$ cat src/rtl/wdg_pkg.sv
// Shared constants and types for the keyed watchdog.
// Assumes a 16-bit register word; key values are fixed by the service protocol.
package wdg_pkg;
    localparam int WORD_W = 16;

    localparam logic [WORD_W-1:0] K_UNLK_A = 16'hC520;
    localparam logic [WORD_W-1:0] K_UNLK_B = 16'hD928;
    localparam logic [WORD_W-1:0] K_RFSH_A = 16'hA602;
    localparam logic [WORD_W-1:0] K_RFSH_B = 16'hB480;

    localparam logic [2:0] RA_KEY  = 3'd0;
    localparam logic [2:0] RA_CTLA = 3'd1;
    localparam logic [2:0] RA_CTLB = 3'd2;
    localparam logic [2:0] RA_TOV  = 3'd3;
    localparam logic [2:0] RA_WIN  = 3'd4;

    typedef enum logic [1:0] {
        KS_IDLE,
        KS_UNLK,
        KS_RFSH
    } kstate_t;
endpackage

$ cat src/rtl/wdg_keyseq.sv
// Key-pair checker. Recognises the unlock and refresh pairs written to the key
// register, enforces the inter-word gap and flags any stray or late word.
// Assumes at most one key write per cycle; outputs are single-cycle pulses.
module wdg_keyseq
    import wdg_pkg::*;
#(
    parameter int KEY_GAP = 16
) (
    input  logic              clk,
    input  logic              rst_n,
    input  logic              key_wr,
    input  logic [WORD_W-1:0] key_data,
    output logic              unlock_p,
    output logic              refresh_p,
    output logic              key_bad
);
    localparam int GW = (KEY_GAP > 1) ? $clog2(KEY_GAP) : 1;
    localparam logic [GW-1:0] GAP_LAST = GW'(KEY_GAP - 1);

    kstate_t         st, nxt;
    logic [GW-1:0]   gap;

    // Decode the next key state and the pulses for this cycle.
    always_comb begin
        nxt       = st;
        unlock_p  = 1'b0;
        refresh_p = 1'b0;
        key_bad   = 1'b0;
        case (st)
            KS_IDLE: begin
                if (key_wr) begin
                    if (key_data == K_UNLK_A)      nxt = KS_UNLK;
                    else if (key_data == K_RFSH_A) nxt = KS_RFSH;
                    else                           key_bad = 1'b1;
                end
            end
            KS_UNLK: begin
                if (key_wr) begin
                    nxt = KS_IDLE;
                    if (key_data == K_UNLK_B) unlock_p = 1'b1;
                    else                      key_bad  = 1'b1;
                end else if (gap == GAP_LAST) begin
                    nxt     = KS_IDLE;
                    key_bad = 1'b1;
                end
            end
            KS_RFSH: begin
                if (key_wr) begin
                    nxt = KS_IDLE;
                    if (key_data == K_RFSH_B) refresh_p = 1'b1;
                    else                      key_bad   = 1'b1;
                end else if (gap == GAP_LAST) begin
                    nxt     = KS_IDLE;
                    key_bad = 1'b1;
                end
            end
            default: nxt = KS_IDLE;
        endcase
    end

    // Hold the key state and count cycles spent waiting for a second word.
    always_ff @(posedge clk) begin
        if (!rst_n) begin
            st  <= KS_IDLE;
            gap <= '0;
        end else begin
            st  <= nxt;
            gap <= (st == KS_IDLE) ? '0 : gap + 1'b1;
        end
    end
endmodule

$ cat src/rtl/wdg_cfgwin.sv
// Configuration period and registers. The period is open after reset and
// after each unlock for CFG_CYC edges; writes outside it are violations.
// Assumes cfg_wr is asserted only for addresses 1..4.
module wdg_cfgwin
    import wdg_pkg::*;
#(
    parameter int              CFG_CYC = 128,
    parameter logic [WORD_W-1:0] TOV_RST = 16'd1000
) (
    input  logic              clk,
    input  logic              rst_n,
    input  logic              cfg_wr,
    input  logic [2:0]        cfg_addr,
    input  logic [WORD_W-1:0] cfg_data,
    input  logic              unlock_p,
    output logic              cfg_open,
    output logic              cfg_bad,
    output logic [7:0]        ctl_a,
    output logic              win_chk,
    output logic [WORD_W-1:0] tov,
    output logic [WORD_W-1:0] win
);
    localparam int WW = $clog2(CFG_CYC + 1);
    localparam logic [WW-1:0] WLOAD = WW'(CFG_CYC);

    logic [WW-1:0] wcnt;

    assign cfg_open = (wcnt != '0);
    assign cfg_bad  = cfg_wr && !cfg_open;

    // Reload the period on unlock, otherwise let it run down to zero.
    always_ff @(posedge clk) begin
        if (!rst_n)          wcnt <= WLOAD;
        else if (unlock_p)   wcnt <= WLOAD;
        else if (cfg_open)   wcnt <= wcnt - 1'b1;
    end

    // Store configuration writes that land inside the open period.
    always_ff @(posedge clk) begin
        if (!rst_n) begin
            ctl_a   <= 8'h01;
            win_chk <= 1'b0;
            tov     <= TOV_RST;
            win     <= '0;
        end else if (cfg_wr && cfg_open) begin
            case (cfg_addr)
                RA_CTLA: ctl_a   <= cfg_data[7:0];
                RA_CTLB: win_chk <= cfg_data[0];
                RA_TOV:  tov     <= cfg_data;
                RA_WIN:  win     <= cfg_data;
                default: ;
            endcase
        end
    end
endmodule

$ cat src/rtl/wdg_counter.sv
// Timeout counter with window compare. Counts on tick while enabled, clears on
// refresh or timeout, and flags a refresh that comes before the window limit.
// Assumes tov/win are stable register outputs.
module wdg_counter
    import wdg_pkg::*;
(
    input  logic              clk,
    input  logic              rst_n,
    input  logic              tick,
    input  logic              en,
    input  logic              win_chk,
    input  logic [WORD_W-1:0] tov,
    input  logic [WORD_W-1:0] win,
    input  logic              refresh_p,
    output logic [WORD_W-1:0] cnt,
    output logic              timeout,
    output logic              win_bad
);
    assign timeout = en && (cnt == tov);
    assign win_bad = en && refresh_p && win_chk && (win != '0) && (cnt < win);

    // Advance, clear or hold the count.
    always_ff @(posedge clk) begin
        if (!rst_n)                             cnt <= '0;
        else if (!en || refresh_p || timeout)   cnt <= '0;
        else if (tick)                          cnt <= cnt + 1'b1;
    end
endmodule

$ cat src/rtl/wdg_keyed_top.sv
// Keyed watchdog top. Decodes the write port, joins key checking, the
// configuration period and the counter, and registers the reset request.
// Assumes a single synchronous writer and tick synchronous to clk.
module wdg_keyed_top
    import wdg_pkg::*;
#(
    parameter int                KEY_GAP = 16,
    parameter int                CFG_CYC = 128,
    parameter logic [WORD_W-1:0] TOV_RST = 16'd1000
) (
    input  logic              clk,
    input  logic              rst_n,
    input  logic              tick,
    input  logic              wr_en,
    input  logic [2:0]        wr_addr,
    input  logic [15:0]       wr_data,
    output logic [15:0]       count,
    output logic              reset_req
);
    logic              key_wr, cfg_wr;
    logic              unlock_p, refresh_p, key_bad;
    logic              cfg_open, cfg_bad;
    logic [7:0]        ctl_a;
    logic              win_chk, en;
    logic [WORD_W-1:0] tov, win;
    logic              timeout, win_bad;

    assign key_wr = wr_en && (wr_addr == RA_KEY);
    assign cfg_wr = wr_en && (wr_addr >= RA_CTLA) && (wr_addr <= RA_WIN);
    assign en     = (ctl_a != 8'h00);

    wdg_keyseq #(.KEY_GAP(KEY_GAP)) u_key (
        .clk(clk), .rst_n(rst_n), .key_wr(key_wr), .key_data(wr_data),
        .unlock_p(unlock_p), .refresh_p(refresh_p), .key_bad(key_bad)
    );

    wdg_cfgwin #(.CFG_CYC(CFG_CYC), .TOV_RST(TOV_RST)) u_cfg (
        .clk(clk), .rst_n(rst_n), .cfg_wr(cfg_wr), .cfg_addr(wr_addr),
        .cfg_data(wr_data), .unlock_p(unlock_p), .cfg_open(cfg_open),
        .cfg_bad(cfg_bad), .ctl_a(ctl_a), .win_chk(win_chk), .tov(tov), .win(win)
    );

    wdg_counter u_cnt (
        .clk(clk), .rst_n(rst_n), .tick(tick), .en(en), .win_chk(win_chk),
        .tov(tov), .win(win), .refresh_p(refresh_p), .cnt(count),
        .timeout(timeout), .win_bad(win_bad)
    );

    // Register any violation or timeout into the reset request.
    always_ff @(posedge clk) begin
        if (!rst_n) reset_req <= 1'b0;
        else        reset_req <= key_bad || cfg_bad || timeout || win_bad;
    end
endmodule

$ cat config.mk
export PLATFORM = sky130hd
export DESIGN_NAME = wdg_keyed_top
export DESIGN_NICKNAME = d
export VERILOG_FILES = /design/src/rtl/wdg_pkg.sv /design/src/rtl/wdg_keyseq.sv /design/src/rtl/wdg_cfgwin.sv /design/src/rtl/wdg_counter.sv /design/src/rtl/wdg_keyed_top.sv
export SDC_FILE = /design/constraint.sdc
export NUM_CORES = 1
export LEC_CHECK = 0
export BUFFER_PORTS_ARGS = -buffer_cell sky130_fd_sc_hd__buf_2
export CORE_MARGIN = 1
export CORE_UTILIZATION = 58
export DETAILED_ROUTE_END_ITERATION = 8
export PLACE_DENSITY = 0.77
export SLEW_MARGIN = 10
export SYNTH_ARGS = -nofsm -noshare
export SYNTH_HDL_FRONTEND = slang
export SYNTH_SLANG_ARGS = --single-unit
$ cat constraint.sdc
create_clock -name clk -period 2.4 [get_ports clk]
set_input_delay 0.48 -clock clk [delete_from_list [all_inputs] [get_ports clk]]
set_output_delay 0.48 -clock clk [all_outputs]
set_load 0.05 [all_outputs]
==> run summary <==
CTS
• worst skew pair latency: 0.34 ns
• clock tree from TritonCTS: done
• CTS Root Buffer Type: sky130_fd_sc_hd__clkbuf_8
• Num CTS Buffers: 9
• cts-stage hold buffer count: 0
• number of H-tree branching levels: 3
• clock buffer depth: 2
• clock-pin slew reported for the worst setup and hold paths after clock tree synthesis: 0.08 ns
• CTS-repair resized insts: 0
• buffer count from post-CTS setup fixing: 0
• Sink Count: 72

Finish
• Final Instance Count excl. Fillers: 536
• number of antenna diodes: 0
• post-route cell area: 4250 sq um
• final-stage net count: 502
• layout cell share with drive strength beyond 1: 16.3%
• area overhead of the layout relative to synthesis: 15.3%
• Layout fillers: 481

Timing
• count of endpoints failing setup in the final report: 0
• actual slew at the worst max-slew pin: 0.568 ns
• final-report hold violation count: 0
• peak clock frequency supported by timing: 0.444 GHz
• smallest setup slack after layout: 0.147 ns
• Final period util: 93.9%
• worst-case hold slack: 0.422 ns
• count of final max-slew check failures: 0
• time the worst path needs with I/O delays and setup: 2.25 ns
• final worst clock skew: 0.00826 ns
• relative slew slack: 61.8%
• RSZ-0062 raised after global routing: no

Global route
• maximum number of pins on one net before global-route repair: 23
• Remaining Overflow, GRT: 0
• Tot GR Track Use: 27.6%
• number of antenna violations at the first check in global routing: 0
• via count of the first global-routing pass: 2919
• global-route wire length before repair: 13.6 mm

Place
• worst setup slack after placement: -0.0349 ns
• routability cong.: 0.880
• buffers added on ports: 39
• Placed Instance Area: 4020 sq um
• HPWL after detailed placement: 6.14 mm
• number of cells after detailed placement: 520

Worst setup path
• crit path max fanout: 16
• Max stage delay cell, worst path: sky130_fd_sc_hd__or4_4
• maximum single-stage delay on the critical path: 0.58 ns
• Crit Path Category: flip-flop to flip-flop
• Worst Setup End Kind: flip-flop
• element type at the critical path start: flip-flop
• critical path startpoint: u_cfg.wcnt[5]
• cells along the critical path: or4_4, nor4b_4, nor3b_2, nand3_2, mux2i_1, nand2_1
• data required time at the worst endpoint: 2.63 ns
• origin of the critical flop-to-flop path: u_cfg.wcnt[5]
• arrival time worst endpoint: 2.48 ns

Route
• vias per cell: 5.71
• Routed WL per cell: 15.6 microns
• vias: 3060
• final wirelength: 8.34 mm
• number of antenna-violating nets in the routed design: 0
• DRC Markers: 0
• first-iteration detailed-routing DRC count: 198
• number of iterations in the first detailed-routing pass: 5

Die
• effective utilization at floorplan: 61.2%
• chip width: 81.7 microns
• number of top-level pins: 40
• overall die height: 81.7 microns
• Core ar.: 6030 sq um
• die outline area: 6680 sq um
• number of cell rows: 28

Synth
• share of the yosys chip area belonging to registers: 39.1%
• number of flops mapped to enable cells by yosys: 0
• number of different library cells in the post-synthesis netlist: 44
• post-synthesis average cell area: 9.19 sq um
• cell area after technology mapping: 3690 sq um
• net count of the mapped netlist: 447
• Mapped Cells: 401
• asr flop ratio synth: 0%
• number of synthesized register bits: 72
• main flop type after synthesis: sky130_fd_sc_hd__dfxtp_1
• Warnings, synthesis: 0

Power and ir drop
• cell area power density: 702 nW/um^2
• clock group share of total power: 38.3%
• leakage power of the design: 2.01 nW
• sum of internal, switching and leakage power: 2.98 mW
• fraction of power spent switching nets: 26.6%
• cell-internal power: 2.19 mW
• sequential cell fraction of total power: 45.4%
• combinational cell fraction of total power: 16.3%
• maximum vdd ir drop: 0.481 mV
• power spent charging and discharging nets: 0.793 mW

Min path
• startpoint of the tightest hold check path: rst_n
• worst hold path class: primary input to flip-flop

Run
• max-capacitance violation count: 0

Run status
• run status: completed

## cell families after synthesis
family          after synthesis  synth area share [%]
simple gates                163                  22.9
flops                        72                  39.1
xor+xnor                     41                  9.74
mux                          40                  10.9
buf+inv                      36                  5.06
compound gates               26                  4.48
fa+ha+maj                    23                  7.81
## power groups by stage
stage | sequential (mW) | clock [mW] | combinational [mW]
floorplan | 1.37 | 0 | 0.349
global placement | 1.37 | 0 | 0.461
detailed placement | 1.38 | 0 | 0.479
CTS | 1.35 | 1.16 | 0.488
global route | 1.37 | 1.20 | 0.537
finish | 1.36 | 1.14 | 0.485
## per-layer routing
metal  vias up  wire (microns)  track usage (%)
met5         -               0                0
met4         0             178             11.9
met3        18             586             5.44
met2       109            3930             45.4
met1      1445            3640             35.1
li1       1488               -                -
## cell usage after synthesis (all sizes together) (4+ instances only)
cell    instances  area, sq um
nand3           9         50.1
nand4          12         75.1
mux2i          40          400
xor2           18          158
nor4b           5         65.1
a21oi           9         45.0
dfxtp          72         1440
and3            6         37.5
nand2          23         86.3
xnor2          23          201
nor2b           4         25.0
inv            25         93.8
ha             23          288
clkbuf          6         22.5
o21ai           4         20.0
nor2           70          263
nor3            5         25.0
nor4            9         56.3
nand4b          5         43.8
buf             5         70.1
## area by class of cell
| type | instances | area [sq um] | share of cell area (%) |
|---|---|---|---|
| clock inverter | 6 | 108 | 2.53 |
| sequential | 72 | 1440 | 33.9 |
| clock buffer | 10 | 128 | 3.00 |
| multi-input combinational | 293 | 2060 | 48.4 |
| inverter | 25 | 93.8 | 2.21 |
| tap | 75 | 93.8 | 2.21 |
| timing repair buffer | 55 | 328 | 7.71 |
## flip-flops by register name (all words and copies together) (netlist names)
signal / flops
u_cfg.win_chk: 1
u_cfg.ctl_a: 8
u_cfg.win: 16
u_cfg.tov: 16
u_cfg.wcnt: 8
u_key.st: 2
u_cnt.cnt: 16
reset_req: 1
u_key.gap: 4
## worst max-delay path, delay by kind of cell, from the launching register on
kind             cells  cell delay, ns
multiplexers         1            0.27
AND/OR/NAND/NOR      5            1.53
flip-flops           1            0.34
## through the flow
stage | TNS, ns | util [%]
4_1_cts | 0 | 70.5
3_3_place_gp | 0 | 66.6
6_report | 0 | 70.5
5_1_grt | 0 | 70.5
2_1_floorplan | 0 | -
3_5_place_dp | -0.0349 | 66.6
## cells in the final DEF (no fill, tap or decap), types with 12 or more instances in the layout
cell type,Yosys,layout
sky130_fd_sc_hd__inv_1,25,25
sky130_fd_sc_hd__nand4_1,12,12
sky130_fd_sc_hd__mux2i_1,40,40
sky130_fd_sc_hd__nor2_1,70,70
sky130_fd_sc_hd__dfxtp_1,72,72
sky130_fd_sc_hd__xnor2_1,23,23
sky130_fd_sc_hd__ha_1,23,23
sky130_fd_sc_hd__xor2_1,18,18
sky130_fd_sc_hd__buf_4,1,15
sky130_fd_sc_hd__nand2_1,23,23
sky130_fd_sc_hd__buf_2,0,39
## worst paths after layout
check / to / slack [ns] / cells after the start
setup / recovery: u_cfg.tov[3] / 0.15 / 6
hold / removal: u_cfg.tov[8] / 0.42 / 2
setup reg to reg: u_cfg.tov[3] / 0.15 / 6
hold reg to reg: u_key.gap[0] / 0.45 / 1
Power figures use the tool's default switching activity.
